**src/rtl/pbp_pkg.sv**
```systemverilog
package pbp_pkg;

   typedef enum logic [1:0] {
      SQ_IDLE,
      SQ_COUNT,
      SQ_LOAD,
      SQ_CONFIRM
   } seq_state_t;

   localparam logic [7:0] CMD_SETUP   = 8'hE8;
   localparam logic [7:0] CMD_CONFIRM = 8'hD0;
   localparam logic [7:0] CMD_CLEAR   = 8'h50;

   typedef struct packed {
      logic erase_err;
      logic prog_err;
      logic supply;
      logic protect;
   } err_flags_t;

endpackage

```
**src/rtl/pbp_buffer.sv**
```systemverilog
module pbp_buffer #(
   parameter int  DW          = 16,
   parameter int  DEPTH       = 16,
   parameter bit  RESET_CELLS = 1'b1,
   localparam int IDXW        = $clog2(DEPTH)
) (
   input  logic            clk,
   input  logic            rst_n,
   input  logic            we,
   input  logic [IDXW-1:0] wr_idx,
   input  logic [DW-1:0]   wr_data,
   input  logic [IDXW-1:0] rd_idx,
   output logic [DW-1:0]   rd_data
);

   logic [DEPTH-1:0][DW-1:0] cells;

   for (genvar g = 0; g < DEPTH; g++) begin : g_cell
      logic [DW-1:0] cell_q;
      logic          hit;

      assign hit = we && (wr_idx == IDXW'(g));

      if (RESET_CELLS) begin : g_rst
         always_ff @(posedge clk or negedge rst_n) begin
            if (!rst_n)   cell_q <= '0;
            else if (hit) cell_q <= wr_data;
         end
      end else begin : g_norst
         always_ff @(posedge clk) begin
            if (hit) cell_q <= wr_data;
         end
      end

      assign cells[g] = cell_q;
   end

   assign rd_data = cells[rd_idx];

endmodule

```
**src/rtl/pbp_cmd_fsm.sv**
```systemverilog
module pbp_cmd_fsm
   import pbp_pkg::*;
#(
   parameter int  AW       = 23,
   parameter int  DW       = 16,
   parameter int  DEPTH    = 16,
   parameter int  BLK_BITS = 16,
   localparam int IDXW     = $clog2(DEPTH),
   localparam int BNW      = AW - BLK_BITS
) (
   input  logic            clk,
   input  logic            rst_n,
   input  logic            wr_en,
   input  logic [AW-1:0]   wr_addr,
   input  logic [DW-1:0]   wr_data,
   input  logic            eng_busy,
   input  logic            blk_locked,
   input  logic            supply_fault,
   output logic            buf_we,
   output logic [IDXW-1:0] buf_idx,
   output logic            start,
   output logic [AW-1:0]   start_addr,
   output logic [IDXW-1:0] last_idx,
   output err_flags_t      errs,
   output logic            xavail
);

   seq_state_t      state_q;
   logic [BNW-1:0]  blk_q;
   logic [IDXW-1:0] last_q;
   logic [IDXW-1:0] idx_q;
   logic [AW-1:0]   base_q;
   logic [AW-1:0]   next_addr_q;

   logic [7:0] cmd;
   logic       in_blk;
   logic       cnt_fits;
   logic       addr_seq;
   logic       confirm_ok;

   assign cmd        = wr_data[7:0];
   assign in_blk     = (wr_addr[AW-1:BLK_BITS] == blk_q);
   assign cnt_fits   = (wr_data < DW'(DEPTH));
   assign addr_seq   = (idx_q == '0) || (wr_addr == next_addr_q);
   assign confirm_ok = (cmd == CMD_CONFIRM) && in_blk;

   assign buf_we     = wr_en && (state_q == SQ_LOAD) && in_blk && addr_seq;
   assign buf_idx    = idx_q;
   assign start      = wr_en && (state_q == SQ_CONFIRM) && confirm_ok &&
                       !blk_locked && !supply_fault;
   assign start_addr = base_q;
   assign last_idx   = last_q;

   always_ff @(posedge clk or negedge rst_n) begin
      if (!rst_n) begin
         state_q     <= SQ_IDLE;
         blk_q       <= '0;
         last_q      <= '0;
         idx_q       <= '0;
         base_q      <= '0;
         next_addr_q <= '0;
         errs        <= '0;
         xavail      <= 1'b0;
      end else if (wr_en) begin
         unique case (state_q)
            SQ_IDLE: begin
               if (cmd == CMD_SETUP) begin
                  xavail <= !eng_busy;
                  if (!eng_busy) begin
                     blk_q   <= wr_addr[AW-1:BLK_BITS];
                     state_q <= SQ_COUNT;
                  end
               end else if (cmd == CMD_CLEAR && !eng_busy) begin
                  errs <= '0;
               end
            end
            SQ_COUNT: begin
               if (in_blk && cnt_fits) begin
                  last_q  <= wr_data[IDXW-1:0];
                  idx_q   <= '0;
                  state_q <= SQ_LOAD;
               end else begin
                  errs.erase_err <= 1'b1;
                  errs.prog_err  <= 1'b1;
                  state_q        <= SQ_IDLE;
               end
            end
            SQ_LOAD: begin
               if (buf_we) begin
                  if (idx_q == '0) base_q <= wr_addr;
                  next_addr_q <= wr_addr + AW'(1);
                  idx_q       <= idx_q + IDXW'(1);
                  if (idx_q == last_q) state_q <= SQ_CONFIRM;
               end else begin
                  errs.erase_err <= 1'b1;
                  errs.prog_err  <= 1'b1;
                  state_q        <= SQ_IDLE;
               end
            end
            SQ_CONFIRM: begin
               state_q <= SQ_IDLE;
               if (confirm_ok) begin
                  if (blk_locked)        errs.protect <= 1'b1;
                  else if (supply_fault) errs.supply  <= 1'b1;
               end else begin
                  errs.erase_err <= 1'b1;
                  errs.prog_err  <= 1'b1;
               end
            end
            default: state_q <= SQ_IDLE;
         endcase
      end
   end

endmodule

```
**src/rtl/pbp_engine.sv**
```systemverilog
module pbp_engine #(
   parameter int  AW          = 23,
   parameter int  DEPTH       = 16,
   parameter int  BUSY_CYCLES = 64,
   localparam int IDXW        = $clog2(DEPTH),
   localparam int CW          = $clog2(BUSY_CYCLES + 1)
) (
   input  logic            clk,
   input  logic            rst_n,
   input  logic            start,
   input  logic [AW-1:0]   start_addr,
   input  logic [IDXW-1:0] last_idx,
   output logic            busy,
   output logic [IDXW-1:0] rd_idx,
   output logic            pgm_we,
   output logic [AW-1:0]   pgm_addr
);

   logic [CW-1:0]   cnt_q;
   logic [AW-1:0]   base_q;
   logic [IDXW-1:0] last_q;
   logic            busy_q;

   always_ff @(posedge clk or negedge rst_n) begin
      if (!rst_n) begin
         cnt_q  <= '0;
         base_q <= '0;
         last_q <= '0;
         busy_q <= 1'b0;
      end else if (start && !busy_q) begin
         cnt_q  <= '0;
         base_q <= start_addr;
         last_q <= last_idx;
         busy_q <= 1'b1;
      end else if (busy_q) begin
         if (cnt_q == CW'(BUSY_CYCLES - 1)) begin
            busy_q <= 1'b0;
            cnt_q  <= '0;
         end else begin
            cnt_q <= cnt_q + CW'(1);
         end
      end
   end

   assign busy     = busy_q;
   assign rd_idx   = cnt_q[IDXW-1:0];
   assign pgm_we   = busy_q && (cnt_q <= CW'(last_q));
   assign pgm_addr = base_q + AW'(cnt_q);

endmodule

```
**src/rtl/pbp_sequencer.sv**
```systemverilog
module pbp_sequencer
   import pbp_pkg::*;
#(
   parameter int AW          = 23,
   parameter int DW          = 16,
   parameter int DEPTH       = 16,
   parameter int BLK_BITS    = 16,
   parameter int BUSY_CYCLES = 64,
   parameter bit RESET_CELLS = 1'b1
) (
   input  logic          clk,
   input  logic          rst_n,
   input  logic          wr_en,
   input  logic [AW-1:0] wr_addr,
   input  logic [DW-1:0] wr_data,
   input  logic          blk_locked_i,
   input  logic          supply_fault_i,
   output logic [7:0]    status_o,
   output logic [7:0]    xstatus_o,
   output logic          pgm_we_o,
   output logic [AW-1:0] pgm_addr_o,
   output logic [DW-1:0] pgm_data_o
);

   localparam int IDXW = $clog2(DEPTH);

   if (DEPTH < 2 || (1 << IDXW) != DEPTH) begin : g_bad_depth
      $error("DEPTH must be a power of two of at least 2");
   end
   if (DW < 8) begin : g_bad_dw
      $error("DW must hold an 8-bit command");
   end
   if (BLK_BITS < IDXW || BLK_BITS >= AW) begin : g_bad_blk
      $error("BLK_BITS must lie between log2(DEPTH) and AW-1");
   end
   if (BUSY_CYCLES < DEPTH) begin : g_bad_busy
      $error("BUSY_CYCLES must cover one cycle per buffered word");
   end

   logic            buf_we;
   logic [IDXW-1:0] buf_idx;
   logic            start;
   logic [AW-1:0]   start_addr;
   logic [IDXW-1:0] last_idx;
   err_flags_t      errs;
   logic            xavail;
   logic            eng_busy;
   logic [IDXW-1:0] rd_idx;

   pbp_cmd_fsm #(
      .AW(AW), .DW(DW), .DEPTH(DEPTH), .BLK_BITS(BLK_BITS)
   ) u_fsm (
      .clk(clk), .rst_n(rst_n),
      .wr_en(wr_en), .wr_addr(wr_addr), .wr_data(wr_data),
      .eng_busy(eng_busy), .blk_locked(blk_locked_i), .supply_fault(supply_fault_i),
      .buf_we(buf_we), .buf_idx(buf_idx),
      .start(start), .start_addr(start_addr), .last_idx(last_idx),
      .errs(errs), .xavail(xavail)
   );

   pbp_buffer #(
      .DW(DW), .DEPTH(DEPTH), .RESET_CELLS(RESET_CELLS)
   ) u_buf (
      .clk(clk), .rst_n(rst_n),
      .we(buf_we), .wr_idx(buf_idx), .wr_data(wr_data),
      .rd_idx(rd_idx), .rd_data(pgm_data_o)
   );

   pbp_engine #(
      .AW(AW), .DEPTH(DEPTH), .BUSY_CYCLES(BUSY_CYCLES)
   ) u_eng (
      .clk(clk), .rst_n(rst_n),
      .start(start), .start_addr(start_addr), .last_idx(last_idx),
      .busy(eng_busy), .rd_idx(rd_idx),
      .pgm_we(pgm_we_o), .pgm_addr(pgm_addr_o)
   );

   assign status_o  = {!eng_busy, 1'b0, errs.erase_err, errs.prog_err,
                       errs.supply, 1'b0, errs.protect, 1'b0};
   assign xstatus_o = {xavail, 7'b0};

endmodule

```
**config.mk**
```make
export PLATFORM = sky130hd
export DESIGN_NAME = pbp_sequencer
export DESIGN_NICKNAME = d
export VERILOG_FILES = /design/src/rtl/pbp_pkg.sv /design/src/rtl/pbp_buffer.sv /design/src/rtl/pbp_cmd_fsm.sv /design/src/rtl/pbp_engine.sv /design/src/rtl/pbp_sequencer.sv
export SDC_FILE = /design/constraint.sdc
export NUM_CORES = 1
export LEC_CHECK = 0
export ABC_AREA = 1
export BUFFER_PORTS_ARGS = -buffer_cell sky130_fd_sc_hd__buf_2
export CAP_MARGIN = 20
export CORE_MARGIN = 1
export CORE_UTILIZATION = 40
export DETAILED_ROUTE_END_ITERATION = 7
export SLEW_MARGIN = 20
export SYNTH_ARGS = -nofsm -noshare
export SYNTH_HDL_FRONTEND = slang
export SYNTH_HIERARCHICAL = 1
export SYNTH_SLANG_ARGS = --single-unit
```
**constraint.sdc**
```tcl
create_clock -name clk -period 3.05 [get_ports clk]
set_input_delay 0.61 -clock clk [delete_from_list [all_inputs] [get_ports clk]]
set_output_delay 0.61 -clock clk [all_outputs]
set_load 0.005 [all_outputs]
```
==> out/qor.csv <==
metric,value,unit
via_per_inst,5.08,
num-fill-cells,4711,
die-height,220,µm
hold_buffers,0,
cts_buffers,41,
gr-total-overflow,0,
max-clock-path-buffers,3,
worstSetupPathType,flop to output port,
violations,DRC,
core,46700,µm²
pwr-share-clk,0.478,
grt_pass1_wl,87400,µm
ant_nets,0,
period_share,0.969,
seq_area,8970,µm²
crit_fanout,66,
tns,0,ns
setup_viol,0,
seq_area_frac_synth,0.472,
p_int,7.58,mW
drv_slew,0,
drt_iter0_drc,1365,
peakVddDrop,0.421,mV
post_drt_wl_per_cell,16.8,µm
place_ws,0.130,ns
setup_ws,0.0938,ns
drt-pass1-iter-count,7,
outcome,"finished, violations left",
hp-class,input port to async pin,
grt_pass1_vias,15669,
cts_tree,done,
power.switching,2.26,mW
critical_path.endpoint_type,output port,
hold_violations,0,
synth_top_area_share,0.472,
ios,100,
grt_usage,0.232,
async_flop_share,1.00,
die_area,48300,µm²
powerDensity,455,nW/µm²
synth_area_leader_cell,dfrtp_1,
netlist_instances,2628,
portBuffers,89,
startpoint_type,flop,
drv_cap,0,
gp_congestion,0.872,
rsz0062_at_grt,yes,
synth_area_per_cell,7.23,µm²
synth.area.top_cells,"dfrtp_1 47%, nand2_1 19%, o21ai_0 8.2%",
synth-edff-count,0,
wl,55600,µm
fin_nets,2735,
clkTransAtPathRegs,0.06,ns
synth_warnings,6,
cts_num_sinks,358,
grt_antenna_before_repair,2,
clk_latency,0.58,ns
cts_root_buf,clkbuf_16,
pwr-share-comb,0.038,
cp.arrival,2.35,ns
htreeDepth,2,
p_seq_frac,0.484,
multi_input_area,8140,µm²
rows,79,
max_slew_margin,0.539,
sw_frac_of_total,0.230,
netlist-cell-type-count,38,
route.vias.total,16803,
die_w,220,µm
layout-drive-gt1-share,0.0952,
start_util,0.407,
drcViolationCount,15,
grt_max_degree,134,
post-dp-hpwl,35400,µm
synth_ff_type,dfrtp_1,
worstPathRequired,2.44,ns
worstMarginPinSlew,0.692,ns
p_leak,10.5,nW
skew,0.0260,ns
synth_seq_cells,358,
max_freq,338,MHz
min_period,2.96,ns
syn_area,19000,µm²
area_growth,13.9,%
-- cell usage in the layout, fill, tap and decap left out, types with 7 or more instances in the layout --
cell type / instances
xnor2_1: 16
clkbuf_8: 7
clkbuf_1: 14
nand3_2: 7
nor2_2: 10
nand2_1: 935
nor3_1: 13
xor2_1: 28
conb_1: 10
nand3_1: 251
inv_1: 360
nand4_1: 17
nor2_1: 71
nand2_2: 10
clkbuf_16: 43
a21oi_1: 9
buf_2: 88
buf_12: 12
o21ai_0: 311
dfrtp_1: 354
nor4_1: 7
buf_4: 38
ha_1: 10
o21ai_1: 26
-- area by class of cell --
type | instances | share of cell area
clock inverter | 6 | 0.00359
tap | 607 | 0.0351
multi-input combinational | 1763 | 0.376
antenna | 1 | 0.000116
inverter | 366 | 0.0638
sequential | 358 | 0.415
timing repair buffer | 145 | 0.0520
clock buffer | 62 | 0.0543
-- kinds of logic after synthesis --
| family | after synthesis | synth area share |
|---|---|---|
| simple gates | 1340 | 0.293 |
| flops | 358 | 0.472 |
| fa+ha+maj | 16 | 0.0109 |
| mux | 1 | 0.000790 |
| buf+inv | 516 | 0.109 |
| compound gates | 351 | 0.0934 |
| other cells | 1 | 0.000197 |
| xor+xnor | 45 | 0.0208 |
-- repair_timing --
action,in CTS,in global routing
gates resized for setup,5,24
buffers inserted,3,4
setup endpoints to repair,11,32
pin swaps,1,3
cloned,0,2
-- flip-flops by register name, indices dropped and copies added, names as in the netlist --
name                 flops
u_buf/g_cell.cell_q    256
u_eng/base_q            23
u_eng/busy               1
u_eng/cnt_q              7
u_eng/last_q             4
u_fsm/blk_q              7
u_fsm/buf_idx            4
u_fsm/errs               3
u_fsm/last_idx           4
u_fsm/next_addr_q       23
u_fsm/start_addr        23
u_fsm/state_q            2
u_fsm/xavail             1
-- worst max-delay path, cell delays in order, from the launching register on --
cell and delay, ns:
dfrtp_4 0.48, buf_4 0.19, clkbuf_16 0.36, nand2_1 0.09
nand3_1 0.09, nand3_1 0.17, nand3_1 0.19, nand2_1 0.08
buf_2 0.13
-- metrics by stage --
stage	power [mW]	area [µm²]	hold slack (ns)	std cells	util
after floorplan	4.99	19000	0.314	2637	-
after global placement	5.22	20100	0.464	3230	0.431
after detailed placement	5.23	20100	0.466	3230	0.431
after CTS	9.97	21400	0.0466	3301	0.459
after global routing	10.2	21600	0.0664	3308	0.463
final	9.83	21600	0.0320	3308	0.463
-- path summary, 6_finish.rpt --
check / startpoint / to / slack [ns] / depth (start not counted)
min: rst_n / u_buf/g_cell[2].cell_q[1] / 0.03 / 1
max in group asynchronous: rst_n / u_buf/g_cell[1].cell_q[15] / 2.21 / 2
max reg2reg: u_fsm/state_q[1] / u_buf/g_cell[8].cell_q[6] / 0.60 / 10
min in group clk: wr_addr[0] / u_fsm/next_addr_q[0] / 0.35 / 2
min reg2reg: u_fsm/start_addr[8] / u_eng/base_q[8] / 0.48 / 2
max: u_eng/cnt_q[0] / pgm_data_o[13] / 0.09 / 8
-- power by group through the flow --
stage,logic (mW),clock network [mW],registers [mW]
after floorplan,0.139,0,4.85
after global placement,0.372,0,4.85
after detailed placement,0.378,0,4.85
after CTS,0.379,4.83,4.76
after global routing,0.420,5.02,4.76
final,0.371,4.70,4.76
-- per-layer routing --
layer / up-vias / global-route usage / part of all wire
met5: - / 0 / 0.00013
met4: 2 / 0.0522 / 0.017
met3: 75 / 0.0403 / 0.069
met2: 508 / 0.356 / 0.45
met1: 7974 / 0.339 / 0.47
li1: 8244 / - / -
-- synth_stat cells, types with 2 or more instances --
| cell | instances |
|---|---|
| nor2_4 | 2 |
| o21ai_0 | 311 |
| inv_1 | 362 |
| buf_6 | 3 |
| nand3b_1 | 5 |
| xnor2_1 | 17 |
| inv_2 | 4 |
| buf_2 | 31 |
| nor3_2 | 2 |
| nor2_2 | 9 |
| nand2_1 | 941 |
| o21ai_1 | 26 |
| a21oi_1 | 10 |
| nor4_1 | 7 |
| buf_1 | 9 |
| and2_1 | 2 |
| ha_1 | 15 |
| nand4_1 | 17 |
| dfrtp_1 | 358 |
| nor2_1 | 74 |
| buf_4 | 17 |
| xor2_1 | 28 |
| nand3_2 | 6 |
| clkbuf_1 | 90 |
| nand3_1 | 253 |
| nor3_1 | 13 |
| nand2_2 | 5 |
Power figures use the tool's default switching activity.
